File: config.mk
export PLATFORM = sky130hd
export DESIGN_NAME = owd_writer
export DESIGN_NICKNAME = d
export VERILOG_FILES = /design/src/rtl/owd_pkg.sv /design/src/rtl/owd_rst_sync.sv /design/src/rtl/owd_buf.sv /design/src/rtl/owd_ctrl.sv /design/src/rtl/owd_writer.sv
export SDC_FILE = /design/constraint.sdc
export NUM_CORES = 1
export LEC_CHECK = 0
export BUFFER_PORTS_ARGS = -buffer_cell sky130_fd_sc_hd__buf_4
export CAP_MARGIN = 20
export CORE_MARGIN = 1.5
export CORE_UTILIZATION = 54
export CTS_CLUSTER_SIZE = 25
export DETAILED_ROUTE_END_ITERATION = 10
export PLACE_DENSITY_LB_ADDON = 0.05
export SYNTH_ARGS = -nofsm -noshare
export SYNTH_HDL_FRONTEND = slang
export SYNTH_SLANG_ARGS = --single-unit
File: constraint.sdc
create_clock -name clk -period 2.3 [get_ports clk]
set_clock_uncertainty 0.05 [all_clocks]
set_input_delay 0.23 -clock clk [delete_from_list [all_inputs] [get_ports clk]]
set_output_delay 0.23 -clock clk [all_outputs]
set_load 0.01 [all_outputs]
File: src/rtl/owd_pkg.sv
package owd_pkg;
  typedef enum logic [0:0] {
    OWD_FILL  = 1'b0,
    OWD_FLUSH = 1'b1
  } owd_state_e;
endpackage

File: src/rtl/owd_rst_sync.sv
module owd_rst_sync (
  input  logic clk,
  input  logic rst_n,
  output logic rst_sync_n
);
  logic meta_q;

  always_ff @(posedge clk or negedge rst_n) begin
    if (!rst_n) begin
      meta_q     <= 1'b0;
      rst_sync_n <= 1'b0;
    end else begin
      meta_q     <= 1'b1;
      rst_sync_n <= meta_q;
    end
  end
endmodule

File: src/rtl/owd_buf.sv
module owd_buf #(
  parameter int WORD_W = 32,
  parameter int DEPTH  = 16,
  localparam int PTR_W = $clog2(DEPTH)
) (
  input  logic              clk,
  input  logic              wr_en,
  input  logic [PTR_W-1:0]  wr_idx,
  input  logic [WORD_W-1:0] wr_word,
  input  logic [PTR_W-1:0]  rd_idx,
  output logic [WORD_W-1:0] rd_word
);
  logic [DEPTH-1:0][WORD_W-1:0] ent_flat;

  for (genvar i = 0; i < DEPTH; i++) begin : g_ent
    logic [WORD_W-1:0] ent_q;
    logic              ent_en;
    assign ent_en = wr_en && (wr_idx == PTR_W'(i));
    always_ff @(posedge clk) begin
      if (ent_en) ent_q <= wr_word;
    end
    assign ent_flat[i] = ent_q;
  end

  assign rd_word = ent_flat[rd_idx];
endmodule

File: src/rtl/owd_ctrl.sv
module owd_ctrl
  import owd_pkg::*;
#(
  parameter int ADDR_W    = 32,
  parameter int CNT_W     = 16,
  parameter int WORD_W    = 32,
  parameter int BUF_WORDS = 16,
  localparam int PTR_W    = $clog2(BUF_WORDS),
  localparam int LEN_W    = $clog2(BUF_WORDS + 1),
  localparam int BYTE_SH  = $clog2(WORD_W / 8)
) (
  input  logic              clk,
  input  logic              rst_n,
  input  logic              cfg_we,
  input  logic [ADDR_W-1:0] cfg_addr,
  input  logic [CNT_W-1:0]  cfg_words,
  input  logic              in_valid,
  output logic              in_ready,
  output logic              buf_we,
  output logic [PTR_W-1:0]  buf_widx,
  output logic [PTR_W-1:0]  buf_ridx,
  output logic              wr_valid,
  output logic [ADDR_W-1:0] wr_addr,
  output logic [LEN_W-1:0]  wr_len,
  output logic              wr_last,
  input  logic              wr_ready,
  output logic              done,
  output logic [ADDR_W-1:0] stat_addr,
  output logic [CNT_W-1:0]  stat_remain
);
  owd_state_e        state_q, state_n;
  logic [ADDR_W-1:0] addr_q, addr_n;
  logic [CNT_W-1:0]  remain_q, remain_n;
  logic [LEN_W-1:0]  fill_q, fill_n;
  logic [PTR_W-1:0]  rd_q, rd_n;
  logic              done_q, done_n;
  logic              state_en, addr_en, remain_en, fill_en, rd_en, done_en;

  logic [LEN_W-1:0]  target;
  logic              accept, beat, beat_last, flushing;

  always_comb begin
    if (remain_q >= CNT_W'(BUF_WORDS)) target = LEN_W'(BUF_WORDS);
    else                               target = remain_q[LEN_W-1:0];
  end

  assign flushing  = (state_q == OWD_FLUSH);
  assign in_ready  = !flushing && !cfg_we && (fill_q < target);
  assign accept    = in_valid && in_ready;
  assign beat      = flushing && wr_ready;
  assign wr_last   = flushing && ((LEN_W'(rd_q) + LEN_W'(1)) == fill_q);
  assign beat_last = beat && wr_last;

  // next-state logic
  always_comb begin
    state_n  = state_q;
    addr_n   = addr_q;
    remain_n = remain_q;
    fill_n   = fill_q;
    rd_n     = rd_q;
    done_n   = done_q;
    if (!flushing) begin
      if (cfg_we) begin
        addr_n   = cfg_addr;
        remain_n = cfg_words;
        fill_n   = '0;
        done_n   = 1'b0;
      end else if (accept) begin
        fill_n = fill_q + LEN_W'(1);
        rd_n   = '0;
        if (fill_n == target) state_n = OWD_FLUSH;
      end
    end else if (beat) begin
      rd_n = rd_q + PTR_W'(1);
      if (beat_last) begin
        state_n  = OWD_FILL;
        fill_n   = '0;
        rd_n     = '0;
        addr_n   = addr_q + (ADDR_W'(fill_q) << BYTE_SH);
        remain_n = remain_q - CNT_W'(fill_q);
        if (remain_q == CNT_W'(fill_q)) done_n = 1'b1;
      end
    end
  end

  assign state_en  = (state_n != state_q);
  assign addr_en   = (!flushing && cfg_we) || beat_last;
  assign remain_en = addr_en;
  assign fill_en   = (!flushing && (cfg_we || accept)) || beat_last;
  assign rd_en     = beat || accept;
  assign done_en   = (!flushing && cfg_we) || beat_last;

  // registers
  always_ff @(posedge clk or negedge rst_n) begin
    if (!rst_n) begin
      state_q  <= OWD_FILL;
      addr_q   <= '0;
      remain_q <= '0;
      fill_q   <= '0;
      rd_q     <= '0;
      done_q   <= 1'b0;
    end else begin
      if (state_en)  state_q  <= state_n;
      if (addr_en)   addr_q   <= addr_n;
      if (remain_en) remain_q <= remain_n;
      if (fill_en)   fill_q   <= fill_n;
      if (rd_en)     rd_q     <= rd_n;
      if (done_en)   done_q   <= done_n;
    end
  end

  assign buf_we      = accept;
  assign buf_widx    = fill_q[PTR_W-1:0];
  assign buf_ridx    = rd_q;
  assign wr_valid    = flushing;
  assign wr_addr     = addr_q;
  assign wr_len      = fill_q;
  assign done        = done_q;
  assign stat_addr   = addr_q;
  assign stat_remain = remain_q;


  fill_bound_chk: assert property (@(posedge clk) disable iff (!rst_n)
    fill_q <= LEN_W'(BUF_WORDS));


  stall_hold_chk: assert property (@(posedge clk) disable iff (!rst_n)
    (wr_valid && !wr_ready) |=> (wr_valid && $stable(wr_addr) && $stable(wr_len) && $stable(rd_q)));


  remain_step_chk: assert property (@(posedge clk) disable iff (!rst_n)
    (wr_valid && wr_ready && wr_last) |=> (stat_remain == $past(stat_remain) - CNT_W'($past(wr_len))));


  addr_step_chk: assert property (@(posedge clk) disable iff (!rst_n)
    (wr_valid && wr_ready && wr_last) |=> (stat_addr == $past(stat_addr) + (ADDR_W'($past(wr_len)) << BYTE_SH)));


  done_rise_chk: assert property (@(posedge clk) disable iff (!rst_n)
    $rose(done) |-> ($past(wr_valid && wr_ready && wr_last) && (stat_remain == '0)));


  flush_cfg_ignore_chk: assert property (@(posedge clk) disable iff (!rst_n)
    (wr_valid && !(wr_ready && wr_last)) |=> ($stable(stat_addr) && $stable(stat_remain) && wr_valid));
endmodule

File: src/rtl/owd_writer.sv
module owd_writer #(
  parameter int ADDR_W    = 32,
  parameter int CNT_W     = 16,
  parameter int WORD_W    = 32,
  parameter int BUF_WORDS = 16,
  localparam int PTR_W    = $clog2(BUF_WORDS),
  localparam int LEN_W    = $clog2(BUF_WORDS + 1)
) (
  input  logic              clk,
  input  logic              rst_n,
  input  logic              cfg_we,
  input  logic [ADDR_W-1:0] cfg_addr,
  input  logic [CNT_W-1:0]  cfg_words,
  input  logic              in_valid,
  input  logic [WORD_W-1:0] in_data,
  output logic              in_ready,
  output logic              wr_valid,
  output logic [ADDR_W-1:0] wr_addr,
  output logic [LEN_W-1:0]  wr_len,
  output logic [WORD_W-1:0] wr_data,
  output logic              wr_last,
  input  logic              wr_ready,
  output logic              done,
  output logic [ADDR_W-1:0] stat_addr,
  output logic [CNT_W-1:0]  stat_remain
);
  logic             rst_sync_n;
  logic             buf_we;
  logic [PTR_W-1:0] buf_widx, buf_ridx;

  owd_rst_sync u_rst (
    .clk        (clk),
    .rst_n      (rst_n),
    .rst_sync_n (rst_sync_n)
  );

  owd_ctrl #(
    .ADDR_W(ADDR_W), .CNT_W(CNT_W), .WORD_W(WORD_W), .BUF_WORDS(BUF_WORDS)
  ) u_ctrl (
    .clk         (clk),
    .rst_n       (rst_sync_n),
    .cfg_we      (cfg_we),
    .cfg_addr    (cfg_addr),
    .cfg_words   (cfg_words),
    .in_valid    (in_valid),
    .in_ready    (in_ready),
    .buf_we      (buf_we),
    .buf_widx    (buf_widx),
    .buf_ridx    (buf_ridx),
    .wr_valid    (wr_valid),
    .wr_addr     (wr_addr),
    .wr_len      (wr_len),
    .wr_last     (wr_last),
    .wr_ready    (wr_ready),
    .done        (done),
    .stat_addr   (stat_addr),
    .stat_remain (stat_remain)
  );

  owd_buf #(.WORD_W(WORD_W), .DEPTH(BUF_WORDS)) u_buf (
    .clk     (clk),
    .wr_en   (buf_we),
    .wr_idx  (buf_widx),
    .wr_word (in_data),
    .rd_idx  (buf_ridx),
    .rd_word (wr_data)
  );


  ready_flush_chk: assert property (@(posedge clk) disable iff (!rst_sync_n)
    wr_valid |-> !in_ready);


  ready_zero_chk: assert property (@(posedge clk) disable iff (!rst_sync_n)
    (stat_remain == '0) |-> !in_ready);


  data_hold_chk: assert property (@(posedge clk) disable iff (!rst_sync_n)
    (wr_valid && !wr_ready) |=> $stable(wr_data));
endmodule

==> impl_results.md, run 1 <==
- Hold Path Class: primary input to flip-flop
- Nets: about 1800
- DRC violations left: 0
- Final design utilization: 71.2%
- Critical path class: flip-flop to flip-flop
- Hold path depth: 4
- DRT Wirelength: 62800 µm
- CP Max Fanout: 32
- Hold Crit Start: cfg_words[3]
- Crit path capture type: flip-flop
- Clock tree buffer depth: 3
- First-pass GRT wire length: 89800 µm
- CTS Buf Count: 56
- IO Count: 206
- Reg2reg end: u_buf.g_ent[11].ent_q[15]
- # H-tree levels: 2
- Violated checks: setup timing
- Tot GR Track Use: a little over a quarter
- Die height: 213 µm
- Register-to-Register Setup Slack: -950 ps
- GPL Wtd Cong: 0.881
- Syn Area/Cell: 19.0 µm²
- Status: finished, violations left
- Crit path DAT: 3510 ps
- Simple-gate share of the synthesized area: 4.89%
- Area leader, netlist: edfxtp_1
- Post-synthesis compound-gate area fraction: 4.45%
- DR iter-0 viols: 1571
- Place WS: -1050 ps
- Clk_lat worst skew: 620 ps
- Worst vdd ir: 706 µV
- Post-synth EDFFs: 512
- Hold Path End: u_ctrl.stat_remain[3]
- Register area share after synthesis: between 70% and 80%
- N_diodes: 0
- Num rows: 76
- Async S/R FF share, synth: between 10% and 20%
- Slew @ Worst Pin: 545 ps
- Post-Syn Nets: between 1000 and 1500
- Sink Count: 573
- CP startpoint: u_ctrl.stat_remain[7]
- Library cells used by synthesis: 75
- Share of layout cells above drive strength 1: roughly 40%
- Fin crit share: 142%
- Pwr Density: 757 mW/mm²
- ANT nets after route: 0
- Number of global-route vias before repair: approximately 14000
- Worst Reg-to-Reg Cells: 12
- Crit path launch type: flip-flop
- Commonest cells in the netlist: 512 x edfxtp_1, 160 x mux4_2, 61 x dfrtp_1
- Initial antenna violation count: 3
- Synth top area cells: edfxtp_1 64%, mux4_2 15%, dfrtp_1 6.4%
- Area Growth Syn to Fin: 29.4%
- Placeable core region: 0.0434 mm²
- Setup ws final: -955 ps
- Most used DFF post-synth: edfxtp_1
- Multiplexer area fraction after synthesis: 15.4%
- Synth Instances: 1258
- WL/cell: 26.9 µm
- Die area: 0.0455 mm²
- Largest net degree at the start of global routing: 39
- Final setup viols: 593
- DP HPWL: 40800 µm
- Die W: roughly 210 µm
- PortBufs: 205
- Via count: 14239
- Initial core utilization: 55.0%
- Lkg Pwr: 10.6 nW
- Number of max-cap violations: 0
- Avg Vias per Cell: between 6 and 7
- Synth Area in Adders: 1.22%
- Total gr overflow: 0
- Netlist Area Pre-Place: about 0.024 mm²
- FMAX: 0.307 GHz
- Clk slew on worst S/H paths: 60 ps
- RSZ-0062 raised after global routing: true
- Synth Register Bits: 573
- Fin crit period: roughly 3300 ps
- R2r startpoint: u_ctrl.stat_remain[7]
- Synth top area share: between 60% and 70%
- XOR/XNOR share of the synthesized area: 0.692%
- Hold Vio Cnt, Final: 0
- Crit path required time: between 2000 and 3000 ps
- CTS tree: yes
- Clk root buf: clkbuf_16
- Yosys warning count: 0
- Main combinational cell family by area after synthesis: multiplexers
- Most common cell in the netlist: edfxtp_1
- Headroom to the max-slew limit: about 64%
- Pre-antenna DRT Iters: 5
- Slew Viols, Final: 0
==> worst max path at each step <==
stage	to	slack (ps)	depth (start not counted)
global placement	u_buf.g_ent[3].ent_q[5]	-940	11
global route	u_buf.g_ent[11].ent_q[21]	-1050	12
CTS	u_buf.g_ent[6].ent_q[12]	-920	12
finish	u_buf.g_ent[11].ent_q[15]	-950	12
detailed placement	u_buf.g_ent[3].ent_q[5]	-1050	11
floorplan	u_buf.g_ent[3].ent_q[0]	-1580	10
==> stage by stage <==
stage / power, mW / area [µm²] / TNS (ps) / hold slack [ps] / cells
CTS: 23.4 / 30500 / -477430 / 36.7 / 2319
global route: 24.0 / 30900 / -534770 / 73.0 / 2338
floorplan: 12.9 / 24000 / -654140 / -116 / 1258
finish: 23.4 / 30900 / -483100 / 45.8 / 2338
global placement: 14.1 / 27500 / -460270 / -37.0 / 2122
detailed placement: 14.1 / 27500 / -514640 / -36.2 / 2122
==> area by class of cell <==
class	count	area (µm²)
inverters	17	63.8
multi-input cells	570	6500
clock inverters	39	407
repair buffers	490	4810
flip-flops and latches	573	16900
clock buffers	64	1440
well taps	585	732
fillers	2799	12500
==> worst max-delay path: stages, from the launching register on <==
cell and delay [ps]:
dfrtp_1 380, or3_4 420, or3_4 390, nor3_2 240, ha_2 240, nor2b_4 40, o2111ai_2 190, nand4_1 130
buf_6 170, buf_12 130, buf_6 110, nor3_4 170, buf_12 260
==> flip-flops by register name, summed over array words and instances (netlist names) <==
register and count:
u_rst.meta_q 1, u_ctrl.stat_addr 32, u_ctrl.wr_valid 1, u_ctrl.buf_ridx 4
u_ctrl.stat_remain 16, u_ctrl.wr_len 5, u_rst.rst_sync_n 1, u_ctrl.done 1
u_buf.g_ent.ent_q 512
==> what timing repair did <==
item                                    in CTS  in global routing
setup buffers                                8                  9
hold buffers                                82                  0
pin swaps                                    2                  2
gates resized for setup                     25                 15
cloned                                       4                 14
endpoints found under the setup margin     592                602
hold endpoints to repair                   562                  0
==> cell families (layout without fill, tap and decap cells) <==
kind of cell	after synthesis	after routing
flip-flops	573	573
AND/OR/NAND/NOR	212	212
multiplexers	166	166
AO/OA/AOI/OAI	151	151
buffers and inverters	115	610
adder cells (fa/ha/maj)	22	22
XOR/XNOR	18	18
other	1	1
==> power breakdown <==
part / switching, mW / internal, mW
clock: 3.95 / 5.29
combinational: 1.24 / 1.14
sequential: 0.147 / 11.6
==> cell usage in the layout, fill, tap and decap left out, types with 13 or more instances in the layout <==
cell           Yosys  final
nand3_1           22     22
buf_4             35    333
clkinv_2           0     14
a21oi_1           31     31
edfxtp_1         512    512
dfrtp_1           61     55
nor3_1            18     14
ha_1              20     19
clkbuf_16          0     69
nand2_1           41     41
o21ai_0           32     30
nand4_1           18     18
inv_1             17     17
dlygate4sd3_1      0     82
nor2_1            33     28
mux4_2           160    160
nor2b_1           14     13
buf_12             1     49
==> per-layer routing <==
layer | vias up | track usage [%] | wire length [µm]
li1 | 6073 | - | -
met1 | 7385 | 41.2 | 26300
met2 | 680 | 42.9 | 30100
met3 | 101 | 3.71 | 5010
met4 | 0 | 7.87 | 1360
met5 | - | 0 | 0
Note: power is estimated with default switching activity, not from simulation.
==> inputs of run 2 (changes only) <==
CORE_UTILIZATION = 55   (was 54)
CTS_CLUSTER_SIZE = 10   (was 25)
SKIP_CTS_REPAIR_TIMING = 1   (was unset)
clock period = 4 ns   (was 2.3 ns; I/O delays follow)
==> run 2 against run 1 <==
The flow finishes with violations (hold timing). Fmax down 13%. Routed wire length fell by 13%. Power is 43% lower. Worst setup slack better by 1200 ps. Sequential power fell by 42%. Critical endpoint is now u_buf.g_ent[9].ent_q[20]. Largest cell class unchanged.
==> impl_results.md, run 2 (synthesis gave the netlist of run 1 again) <==
- Die height: 211 µm
- N_diodes: 0
- Register area: approximately 0.017 mm²
- Clock tree buffer depth: 3
- Nets: 1599
- Placeable core region: 0.0430 mm²
- Reg power frac: 51.2%
- Layout fillers: 2953
- Top reg by flops: u_buf.g_ent.ent_q
- Gate power share: about 7.5%
- Number of max-cap violations: 0
- Crit path capture type: flip-flop
- GPL Wtd Cong: 0.850
- Crit path launch type: flip-flop
- Clk slew on worst S/H paths: 60 ps
- Initial core utilization: 55.5%
- Slew @ Worst Pin: 894 ps
- Fin crit period: 3730 ps
- Clk root buf: clkbuf_16
- Initial antenna violation count: 0
- Max reg flops: 512
- Hold Path Class: primary input to flip-flop
- DRT Wirelength: approximately 55000 µm
- Hold Vio Cnt, Final: 1
- Total power: 13.3 mW
- Sw frac: 21.9%
- DRC violations left: 0
- Final TNS setup: 0 ps
- Total gr overflow: 0
- Die area: around 0.045 mm²
- Worst vdd ir: 416 µV
- Number of global-route vias before repair: 13282
- Violated checks: hold timing
- Area Growth Syn to Fin: 18.4%
- Share of layout cells above drive strength 1: 35.1%
- RSZ-0062 raised after global routing: false
- Final setup viols: 0
- Worst hold slack: -2.74 ps
- # H-tree levels: 3
- ANT nets after route: 0
- DR iter-0 viols: 1300
- Via count: 12866
- Avg Vias per Cell: 6.11
- Crit path required time: roughly 4200 ps
- PortBufs: 205
- Largest net degree at the start of global routing: approximately 130
- Pre-antenna DRT Iters: 5
- CP Max Fanout: 22
- Cells after DPL: roughly 2000
- Final instance area: 0.0282 mm²
- CTS Buf Count: between 60 and 70
- Fin crit share: 93.1%
- First-pass GRT wire length: around 83000 µm
- Slew Viols, Final: 0
- WL/cell: 26.0 µm
- Most common cell after layout, fill and taps aside: edfxtp_1
- Status: finished, violations left
- Power Internal: 10.4 mW
- FMAX: 0.268 GHz
- Crit path DAT: between 3000 and 4000 ps
- Placed Area: 0.0263 mm²
- Clk_lat worst skew: 590 ps
- Die W: 211 µm
- Critical path class: flip-flop to flip-flop
- Headroom to the max-slew limit: 40.4%
- Lkg Pwr: approximately 9.4 nW
- Sink Count: 573
- Area of the multi-input gates: 0.00640 mm²
- IO Count: 206
- Tot GR Track Use: 25.4%
- Num rows: 76
- Final instance count without filler cells: 2105
- Most frequent cells in the layout: 512 x edfxtp_1, 239 x buf_4, 160 x mux4_2
- Sw Pwr: 2.91 mW
- Pwr Density: around 470 mW/mm²
- Clock Power Share: between 40 and 50%
- DP HPWL: 34500 µm
- CTS tree: yes
==> run 2: per-layer routing <==
layer  global-route usage [%]  wire length, µm  vias to the layer above
li1                         -                -                     5624
met1                     35.7            22900                     6714
met2                     42.1            27600                      460
met3                     3.87             3280                       68
met4                     7.09             1020                        0
met5                        0                0                        -
==> run 2: worst paths after layout <==
path                       slack, ps             startpoint                  endpoint  depth (start not counted)
min in group asynchronous         90                  rst_n              u_rst.meta_q                          2
hold reg to reg                  240       u_rst.rst_sync_n     u_ctrl.stat_remain[4]                          0
hold / removal                    -3           cfg_addr[18]      u_ctrl.stat_addr[18]                          2
max in group asynchronous       2760       u_rst.rst_sync_n      u_ctrl.stat_addr[12]                          1
setup / recovery                 270  u_ctrl.stat_remain[6]  u_buf.g_ent[9].ent_q[20]                         11
setup reg to reg                 270  u_ctrl.stat_remain[6]  u_buf.g_ent[9].ent_q[20]                         11
==> run 2: power by group through the flow <==
stage | clock, mW | sequential (mW) | combinational (mW)
2_1_floorplan | 0 | 6.91 | 0.521
3_3_place_gp | 0 | 6.91 | 0.988
3_5_place_dp | 0 | 6.91 | 1.00
4_1_cts | 5.58 | 6.80 | 1.01
5_1_grt | 5.82 | 6.81 | 1.09
6_report | 5.47 | 6.80 | 1.00
==> run 2: worst max-delay path, cell delays in order (launching register included) <==
cell,delay [ps]
dfrtp_1,420
or3_1,520
nor4_4,410
buf_4,210
nand2_1,60
ha_1,300
a21o_1,180
nand2_1,80
nand4_1,200
nor2_1,300
and3_2,420
buf_12,220
==> run 2: cell type report <==
| cell class | count | share of cell area [%] |
|---|---|---|
| repair buffers | 262 | 7.81 |
| well taps | 585 | 2.59 |
| inverters | 17 | 0.226 |
| flip-flops and latches | 573 | 59.9 |
| multi-input cells | 570 | 22.7 |
| clock buffers | 89 | 6.49 |
| clock inverters | 9 | 0.332 |
==> run 2: per-stage QoR <==
| step | hold WS, ps | setup WS (ps) | util, % |
|---|---|---|---|
| after floorplan | 54.4 | -381 | - |
| after global placement | 133 | 375 | 61.1 |
| after detailed placement | 134 | 292 | 61.1 |
| after CTS | -490 | 278 | 65.6 |
| after global routing | 1.15 | 84.4 | 65.7 |
| final | -2.74 | 275 | 65.7 |
